### config.mk
export PLATFORM = sky130hd
export DESIGN_NAME = vga_text_pipe
export DESIGN_NICKNAME = d
export VERILOG_FILES = /design/src/rtl/vtp_pkg.sv /design/src/rtl/vtp_timing.sv /design/src/rtl/vtp_fetch.sv /design/src/rtl/vtp_pixel.sv /design/src/rtl/vga_text_pipe.sv
export SDC_FILE = /design/constraint.sdc
export NUM_CORES = 1
export LEC_CHECK = 0
export CAP_MARGIN = 20
export CELL_PAD_IN_SITES_DETAIL_PLACEMENT = 0
export CELL_PAD_IN_SITES_GLOBAL_PLACEMENT = 1
export CORE_MARGIN = 8
export CORE_UTILIZATION = 35
export DETAILED_ROUTE_END_ITERATION = 10
export PLACE_DENSITY_LB_ADDON = 0.25
export SETUP_SLACK_MARGIN = 0.1
export SYNTH_ARGS = -nofsm -noshare
export SYNTH_HDL_FRONTEND = slang
export SYNTH_SLANG_ARGS = --single-unit
### constraint.sdc
create_clock -name clk -period 3.7 [get_ports clk]
set_clock_uncertainty 0.2 [all_clocks]
set_input_delay 0.74 -clock clk [delete_from_list [all_inputs] [get_ports clk]]
set_output_delay 0.74 -clock clk [all_outputs]
set_load 0.02 [all_outputs]
### src/rtl/vtp_pkg.sv
package vtp_pkg;
  localparam int CELL_W = 8;
  localparam int PH_W   = 3;
  localparam int CH_W   = 3;

  typedef struct packed {
    logic [CH_W-1:0] r;
    logic [CH_W-1:0] g;
    logic [CH_W-1:0] b;
  } rgb_t;
endpackage

### src/rtl/vtp_timing.sv
module vtp_timing #(
  parameter int H_LEAD = 16,
  parameter int H_VIS  = 640,
  parameter int H_FP   = 16,
  parameter int H_SYNC = 96,
  parameter int H_BP   = 32,
  parameter int V_VIS  = 480,
  parameter int V_FP   = 10,
  parameter int V_SYNC = 2,
  parameter int V_BP   = 33,
  parameter int HCW    = 10,
  parameter int VCW    = 10
) (
  input  logic           clk,
  input  logic           rst_n,
  output logic [HCW-1:0] hcnt,
  output logic [VCW-1:0] vcnt,
  output logic           hs_act,
  output logic           vs_act,
  output logic           vis
);
  localparam int H_TOTAL = H_LEAD + H_VIS + H_FP + H_SYNC + H_BP;
  localparam int V_TOTAL = V_VIS + V_FP + V_SYNC + V_BP;
  localparam logic [HCW-1:0] H_LAST  = HCW'(H_TOTAL - 1);
  localparam logic [VCW-1:0] V_LAST  = VCW'(V_TOTAL - 1);
  localparam logic [HCW-1:0] HS_BEG  = HCW'(H_LEAD + H_VIS + H_FP);
  localparam logic [HCW-1:0] HS_END  = HCW'(H_LEAD + H_VIS + H_FP + H_SYNC);
  localparam logic [HCW-1:0] HV_BEG  = HCW'(H_LEAD);
  localparam logic [HCW-1:0] HV_END  = HCW'(H_LEAD + H_VIS);
  localparam logic [VCW-1:0] VS_BEG  = VCW'(V_VIS + V_FP);
  localparam logic [VCW-1:0] VS_END  = VCW'(V_VIS + V_FP + V_SYNC);
  localparam logic [VCW-1:0] VV_END  = VCW'(V_VIS);

  logic [HCW-1:0] hcnt_q, hcnt_d;
  logic [VCW-1:0] vcnt_q, vcnt_d;
  logic           h_last, v_last, v_en;

  // next state
  always_comb begin
    h_last = (hcnt_q == H_LAST);
    v_last = (vcnt_q == V_LAST);
    v_en   = h_last;
    hcnt_d = h_last ? '0 : hcnt_q + HCW'(1);
    vcnt_d = v_last ? '0 : vcnt_q + VCW'(1);
  end

  // registers
  always_ff @(posedge clk or negedge rst_n) begin
    if (!rst_n) begin
      hcnt_q <= '0;
      vcnt_q <= '0;
    end else begin
      hcnt_q <= hcnt_d;
      if (v_en) vcnt_q <= vcnt_d;
    end
  end

  always_comb begin
    hcnt   = hcnt_q;
    vcnt   = vcnt_q;
    hs_act = (hcnt_q >= HS_BEG) && (hcnt_q < HS_END);
    vs_act = (vcnt_q >= VS_BEG) && (vcnt_q < VS_END);
    vis    = (hcnt_q >= HV_BEG) && (hcnt_q < HV_END) && (vcnt_q < VV_END);
  end

  p_hwrap_r1: assert property (@(posedge clk) disable iff (!rst_n)
    (hcnt_q == H_LAST) |=> (hcnt_q == '0));
  p_hrange_r1: assert property (@(posedge clk) disable iff (!rst_n)
    (hcnt_q <= H_LAST));
  p_vwrap_r3: assert property (@(posedge clk) disable iff (!rst_n)
    (hcnt_q == H_LAST && vcnt_q == V_LAST) |=> (vcnt_q == '0 && hcnt_q == '0));
  p_vhold_r3: assert property (@(posedge clk) disable iff (!rst_n)
    (hcnt_q != H_LAST) |=> $stable(vcnt_q));
endmodule

### src/rtl/vtp_fetch.sv
module vtp_fetch
  import vtp_pkg::*;
#(
  parameter int COLS   = 80,
  parameter int V_VIS  = 480,
  parameter int H_LEAD = 16,
  parameter int HCW    = 10,
  parameter int VCW    = 10,
  parameter int AW     = 12,
  parameter int CODE_W = 8,
  parameter int LINE_W = 4,
  parameter int FAW    = CODE_W + LINE_W
) (
  input  logic              clk,
  input  logic              rst_n,
  input  logic [HCW-1:0]    hcnt,
  input  logic [VCW-1:0]    vcnt,
  output logic [AW-1:0]     char_addr,
  input  logic [CODE_W-1:0] char_code,
  output logic [FAW-1:0]    font_addr,
  input  logic [CELL_W-1:0] font_bits,
  output logic              pix_bit
);
  localparam int FETCH0 = H_LEAD - CELL_W;
  localparam int COLW   = HCW - PH_W;
  localparam int ROWW   = VCW - LINE_W;
  localparam logic [HCW-1:0]  F_BEG   = HCW'(FETCH0);
  localparam logic [HCW-1:0]  F_END   = HCW'(FETCH0 + COLS * CELL_W);
  localparam logic [VCW-1:0]  V_END   = VCW'(V_VIS);
  localparam logic [PH_W-1:0] PH_ADDR = PH_W'(0);
  localparam logic [PH_W-1:0] PH_FONT = PH_W'(3);
  localparam logic [PH_W-1:0] PH_LOAD = PH_W'(CELL_W - 1);

  logic [HCW-1:0]    rel;
  logic [PH_W-1:0]   phase;
  logic [COLW-1:0]   col;
  logic [ROWW-1:0]   row;
  logic              in_win, line_on;
  logic              addr_en, font_en;
  logic [AW-1:0]     addr_calc;
  logic [AW-1:0]     char_addr_q;
  logic [FAW-1:0]    font_addr_q, font_addr_d;
  logic [CELL_W-1:0] shift_q, shift_d;

  // next state: first half of a cell reads the code, second half the glyph
  always_comb begin
    rel       = hcnt - F_BEG;
    phase     = rel[PH_W-1:0];
    col       = rel[HCW-1:PH_W];
    row       = vcnt[VCW-1:LINE_W];
    in_win    = (hcnt >= F_BEG) && (hcnt < F_END);
    line_on   = (vcnt < V_END);
    addr_en   = in_win && line_on && (phase == PH_ADDR);
    font_en   = in_win && line_on && (phase == PH_FONT);
    addr_calc = AW'(row) * AW'(COLS) + AW'(col);
    font_addr_d = {char_code, vcnt[LINE_W-1:0]};
    shift_d   = (phase == PH_LOAD) ? font_bits : {shift_q[CELL_W-2:0], 1'b0};
  end

  always_ff @(posedge clk or negedge rst_n) begin
    if (!rst_n) begin
      char_addr_q <= '0;
      font_addr_q <= '0;
      shift_q     <= '0;
    end else begin
      if (addr_en) char_addr_q <= addr_calc;
      if (font_en) font_addr_q <= font_addr_d;
      shift_q <= shift_d;
    end
  end

  always_comb begin
    char_addr = char_addr_q;
    font_addr = font_addr_q;
    pix_bit   = shift_q[CELL_W-1];
  end

  p_addr_phase_r4: assert property (@(posedge clk) disable iff (!rst_n)
    !$stable(char_addr_q) |-> (phase == PH_W'(1)));
  p_addr_hold_r4: assert property (@(posedge clk) disable iff (!rst_n)
    !line_on |=> $stable(char_addr_q));
  p_font_line_r5: assert property (@(posedge clk) disable iff (!rst_n)
    !$stable(font_addr_q) |-> (font_addr_q[LINE_W-1:0] == vcnt[LINE_W-1:0]));
endmodule

### src/rtl/vtp_pixel.sv
module vtp_pixel
  import vtp_pkg::*;
#(
  parameter int H_LEAD = 16,
  parameter int HCW    = 10,
  parameter int VCW    = 10
) (
  input  logic           clk,
  input  logic           rst_n,
  input  logic           vis,
  input  logic           hs_act,
  input  logic           vs_act,
  input  logic           test_mode,
  input  logic           pix_bit,
  input  logic [HCW-1:0] hcnt,
  input  logic [VCW-1:0] vcnt,
  output rgb_t           rgb,
  output logic           hsync_n,
  output logic           vsync_n
);
  localparam int NCH   = 3;
  localparam int PAT_W = 2 * NCH;

  logic [PAT_W-1:0] xs, ys, pat;
  logic [CH_W-1:0]  bg [NCH];
  rgb_t             rgb_q, rgb_d;
  logic             hs_q, vs_q;

  // pattern bits above the lowest two: screen x and y, XORed
  always_comb begin
    xs  = PAT_W'((hcnt - HCW'(H_LEAD)) >> 2);
    ys  = PAT_W'(vcnt >> 2);
    pat = xs ^ ys;
  end

  // channel i takes a two-bit slice, MSB forced low (darker half)
  for (genvar i = 0; i < NCH; i++) begin : g_chan
    assign bg[i] = {1'b0, pat[2*i+1 -: 2]};
  end

  always_comb begin
    rgb_d = '0;
    if (vis) begin
      if (pix_bit) begin
        rgb_d = '1;
      end else if (test_mode) begin
        rgb_d.r = bg[0];
        rgb_d.g = bg[1];
        rgb_d.b = bg[2];
      end
    end
  end

  always_ff @(posedge clk or negedge rst_n) begin
    if (!rst_n) begin
      rgb_q <= '0;
      hs_q  <= 1'b1;
      vs_q  <= 1'b1;
    end else begin
      rgb_q <= rgb_d;
      hs_q  <= ~hs_act;
      vs_q  <= ~vs_act;
    end
  end

  always_comb begin
    rgb     = rgb_q;
    hsync_n = hs_q;
    vsync_n = vs_q;
  end

  p_hblank_dark_r7: assert property (@(posedge clk) disable iff (!rst_n)
    !hs_q |-> (rgb_q == '0));
  p_vblank_dark_r7: assert property (@(posedge clk) disable iff (!rst_n)
    !vs_q |-> (rgb_q == '0));
endmodule

### src/rtl/vga_text_pipe.sv
module vga_text_pipe
  import vtp_pkg::*;
#(
  parameter int COLS   = 80,
  parameter int ROWS   = 30,
  parameter int CHAR_H = 16,
  parameter int CODE_W = 8,
  parameter int H_LEAD = 16,
  parameter int H_FP   = 16,
  parameter int H_SYNC = 96,
  parameter int H_BP   = 32,
  parameter int V_FP   = 10,
  parameter int V_SYNC = 2,
  parameter int V_BP   = 33,
  localparam int H_VIS   = COLS * CELL_W,
  localparam int V_VIS   = ROWS * CHAR_H,
  localparam int H_TOTAL = H_LEAD + H_VIS + H_FP + H_SYNC + H_BP,
  localparam int V_TOTAL = V_VIS + V_FP + V_SYNC + V_BP,
  localparam int HCW     = $clog2(H_TOTAL),
  localparam int VCW     = $clog2(V_TOTAL),
  localparam int AW      = $clog2(COLS * ROWS),
  localparam int LINE_W  = $clog2(CHAR_H),
  localparam int FAW     = CODE_W + LINE_W
) (
  input  logic              clk,
  input  logic              rst_n,
  input  logic              test_mode,
  output logic [AW-1:0]     char_addr,
  input  logic [CODE_W-1:0] char_code,
  output logic [FAW-1:0]    font_addr,
  input  logic [CELL_W-1:0] font_bits,
  output logic [CH_W-1:0]   red,
  output logic [CH_W-1:0]   green,
  output logic [CH_W-1:0]   blue,
  output logic              hsync_n,
  output logic              vsync_n
);
  logic [1:0]     rst_sync_q;
  logic           rst_s_n;
  logic [HCW-1:0] hcnt;
  logic [VCW-1:0] vcnt;
  logic           hs_act, vs_act, vis, pix_bit;
  rgb_t           rgb;

  // asynchronous assertion, synchronous release
  always_ff @(posedge clk or negedge rst_n) begin
    if (!rst_n) rst_sync_q <= 2'b00;
    else        rst_sync_q <= {rst_sync_q[0], 1'b1};
  end
  assign rst_s_n = rst_sync_q[1];

  vtp_timing #(
    .H_LEAD(H_LEAD), .H_VIS(H_VIS), .H_FP(H_FP), .H_SYNC(H_SYNC), .H_BP(H_BP),
    .V_VIS(V_VIS), .V_FP(V_FP), .V_SYNC(V_SYNC), .V_BP(V_BP),
    .HCW(HCW), .VCW(VCW)
  ) u_timing (
    .clk(clk), .rst_n(rst_s_n), .hcnt(hcnt), .vcnt(vcnt),
    .hs_act(hs_act), .vs_act(vs_act), .vis(vis)
  );

  vtp_fetch #(
    .COLS(COLS), .V_VIS(V_VIS), .H_LEAD(H_LEAD), .HCW(HCW), .VCW(VCW),
    .AW(AW), .CODE_W(CODE_W), .LINE_W(LINE_W), .FAW(FAW)
  ) u_fetch (
    .clk(clk), .rst_n(rst_s_n), .hcnt(hcnt), .vcnt(vcnt),
    .char_addr(char_addr), .char_code(char_code),
    .font_addr(font_addr), .font_bits(font_bits), .pix_bit(pix_bit)
  );

  vtp_pixel #(
    .H_LEAD(H_LEAD), .HCW(HCW), .VCW(VCW)
  ) u_pixel (
    .clk(clk), .rst_n(rst_s_n), .vis(vis), .hs_act(hs_act), .vs_act(vs_act),
    .test_mode(test_mode), .pix_bit(pix_bit), .hcnt(hcnt), .vcnt(vcnt),
    .rgb(rgb), .hsync_n(hsync_n), .vsync_n(vsync_n)
  );

  assign red   = rgb.r;
  assign green = rgb.g;
  assign blue  = rgb.b;
endmodule

==> results.md <==
* Global-route wire length before repair at 12,300 um
* Seq cells post-synth at 63
* Clk slew on worst S/H paths at 0.08 ns
* Max-slew violations at 0
* Met2 wire len at 3040 um
* Synthesized area per cell at 11.4 um2
* Clock Tree Root: clkbuf_8
* Crit. End Element: flip-flop
* Die Height at 114 um
* Total congestion overflow at 0
* DRT Pass-1 Iters at 4
* Clk pwr share at 0.418
* Layout Cells excl Fill at 477
* Hold Crit Class: flip-flop to asynchronous set/reset pin
* WL met3 at 563 um
* WL final at 6960 um
* Hold-fix buffers, CTS at 0
* DR WL/cell at 14.6 um
* DP Wirelength at 5100 um
* Critical path type: flip-flop to flip-flop
* Dpl ws at 0.633 ns
* CP max stage cell: dfrtp_1
* # setup viols final at 0
* # diodes at 0
* Library cells used by synthesis at 43
* Post-synth ARST share at 1.00
* Area after DPL at 3930 um2
* Arr. time, crit path at 3.10 ns
* Share of layout cells above drive strength 1 at 0.149
* Clock Tree Buf Depth at 2
* Gate Count Post-Synth at 293
* Max incr delay on CP at 0.48 ns
* DRC errors left at 0
* Total power at 1.35 mW
* Total Nets Final at 387
* Yosys warning count at 0
* 1st-iter DRT viols at 76
* Pwr dens at 327 nW/um2
* I/O Buffers at 53
* CP Launch Type: flip-flop
* Final Instance Area at 4120 um2
* Max_cap viols at 0
* Run status: finished, final reports clean
* Setup_tns at 0 ns
* Placed cell count at 461
* CP top delay family: adder cells
* CP Cell Sequence: inv_1, ha_1, nor4b_2, xor2_1, ha_1, a21o_1, a21oi_1, nor2_1, xor2_1, mux2_4
* Rel. slew slack at 0.597
* Die ar. at 12,900 um2
* Commonest register cell after synthesis: dfrtp_1
* Worst skew pair latency at 0.34 ns
* Die Wd at 114 um
* CP Data Required Time at 3.72 ns
* Critical path fanouts, max at 8
* Clock sink count at 63
* Cts repair resizes at 0
* Final hold vios at 0
* Minimum clock period at 3.08 ns
* Core Area at 9240 um2
* CTS H-tree lvls at 3
* Post CTS Setup Buffer Count at 0
* M1 WL at 3240 um
* Initial antenna violation count at 0
* Rows at 35
* Synthesized area at 3340 um2
* Syn nets at 337
* Final GP Congestion at 0.777
* Vias at 2,264
* Final worst path period share at 0.831
* Area grow syn2layout at 23.4%
* Sw Share at 0.248
* Max Clk Rate at 325 MHz
* Comb power frac at 0.053
* RSZ-0062 raised after global routing: false
* Number of synthesized flops with an enable pin at 0
* Starting Density at 0.361
* CTS tree: done
* Net Switching at 0.334 mW
* Int Pwr at 1.01 mW
* Maximum vdd drop at 231 uV
* Highest Signal Layer: met4
* Seq/Total Area, Yosys at 0.473
* DR vias/cell at 4.75
* Top Ports at 54
* Total GRT Usage at 0.119
* Final hold slack at 0.0830 ns
* Final core occ at 0.446
* Largest net degree at the start of global routing at 35
* Commonest non-fill, non-tap cell in the layout: dfrtp_1
* Final WS setup at 0.624 ns
* LEAKAGE at 1.87 nW
* Flop pwr share at 0.529
* Crit path buf inv count at 1
* Pin slew with the least headroom to its limit at 0.605 ns
* Antenna viol nets, final at 0
* Vias in the first global route at 2,534
* CTS Buf Count at 9
* Commonest cells after routing, fill and taps aside: 60 x dfrtp_1, 53 x clkdlybuf4s50_1, 23 x ha_1
## routing by layer
layer | up-vias | GRT usage
met3 | 13 | 0.0507
met4 | 0 | 0.0462
met1 | 1091 | 0.145
li1 | 1096 | -
met5 | - | 0
met2 | 64 | 0.180
## worst reg2reg max path: stages, from the launching register on
cell     delay (ns)
dfrtp_1        0.48
inv_1          0.17
ha_1           0.29
nor4b_2        0.33
xor2_1         0.27
ha_1           0.28
a21o_1         0.15
a21oi_1        0.27
nor2_1         0.10
xor2_1         0.15
mux2_4         0.27
## path summary, 6_finish.rpt
| kind | startpoint | endpoint | slack [ns] | cells past startpoint |
|---|---|---|---|---|
| hold / removal | rst_sync_q[1]$_DFF_PN0_ | u_fetch.font_addr[5]$_DFFE_PN0P_ | 0.08 | 0 |
| setup / recovery | u_timing.hcnt[5]$_DFF_PN0_ | u_fetch.char_addr[9]$_DFFE_PN0P_ | 0.62 | 10 |
| hold reg to reg | rst_sync_q[1]$_DFF_PN0_ | u_fetch.font_addr[5]$_DFFE_PN0P_ | 0.08 | 0 |
| max in group asynchronous | rst_sync_q[1]$_DFF_PN0_ | u_pixel.hsync_n$_DFF_PN1_ | 2.31 | 1 |
| min in group clk | rst_sync_q[0]$_DFF_PN0_ | rst_sync_q[1]$_DFF_PN0_ | 0.15 | 0 |
| setup reg to reg | u_timing.hcnt[5]$_DFF_PN0_ | u_fetch.char_addr[9]$_DFFE_PN0P_ | 0.62 | 10 |
## layout make-up
cell class	count	area (um2)
repair buffers	54	538
fillers	887	5120
multi-input cells	199	1590
clock inverters	6	51.3
inverters	16	60.1
clock buffers	10	138
flip-flops and latches	63	1580
well taps	129	161
## cell families (layout without fill, tap and decap cells)
logic type	after synthesis	in the layout	share of synthesized area
and+or+nand+nor	82	82	0.129
adders and majority gates	25	25	0.0983
buffers and inverters	31	86	0.0503
xor gates and xnor gates	32	32	0.0840
DFF	63	63	0.473
other	1	1	0.00112
AOI/OAI and AO/OA	28	28	0.0514
muxes	31	31	0.113
## synthesized netlist by cell type (2+ instances only)
cell type	number	area, um2
buf_2	2	10.0
nor3_1	9	45.0
xnor2_1	19	166
dfstp_2	2	52.6
nand4_1	5	31.3
and3_1	4	25.0
buf_6	5	56.3
fa_1	2	40.0
o21ai_0	7	35.0
mux2_4	8	120
o31ai_1	2	15.0
xor2_1	13	114
nand3_1	12	60.1
and2_1	3	18.8
mux2_2	19	214
buf_4	3	22.5
a21oi_1	11	55.1
mux2i_1	2	20.0
inv_1	16	60.1
nor2_1	21	78.8
or3_1	4	25.0
nor3b_1	2	15.0
ha_1	23	288
mux2_1	2	22.5
a21o_1	3	22.5
clkbuf_1	5	18.8
dfrtp_1	61	1530
nand2_1	13	48.8
## power by group through the flow
stage          Combinational (mW)  Sequential (mW)  Clock [mW]
6_report                   0.0717            0.713       0.564
5_1_grt                    0.0787            0.716       0.611
4_1_cts                    0.0736            0.714       0.586
3_5_place_dp               0.0730            0.727           0
3_3_place_gp               0.0723            0.727           0
2_1_floorplan              0.0133            0.740           0
## sequential cells by signal, summed over array words and instances (netlist names)
name	count
u_timing.hcnt	10
u_pixel.rgb	7
u_fetch.shift_q	8
u_pixel.vsync_n	1
rst_sync_q	2
u_fetch.char_addr	12
u_timing.vcnt	10
u_pixel.hsync_n	1
u_fetch.font_addr	12
(Power assumes the default switching activity.)
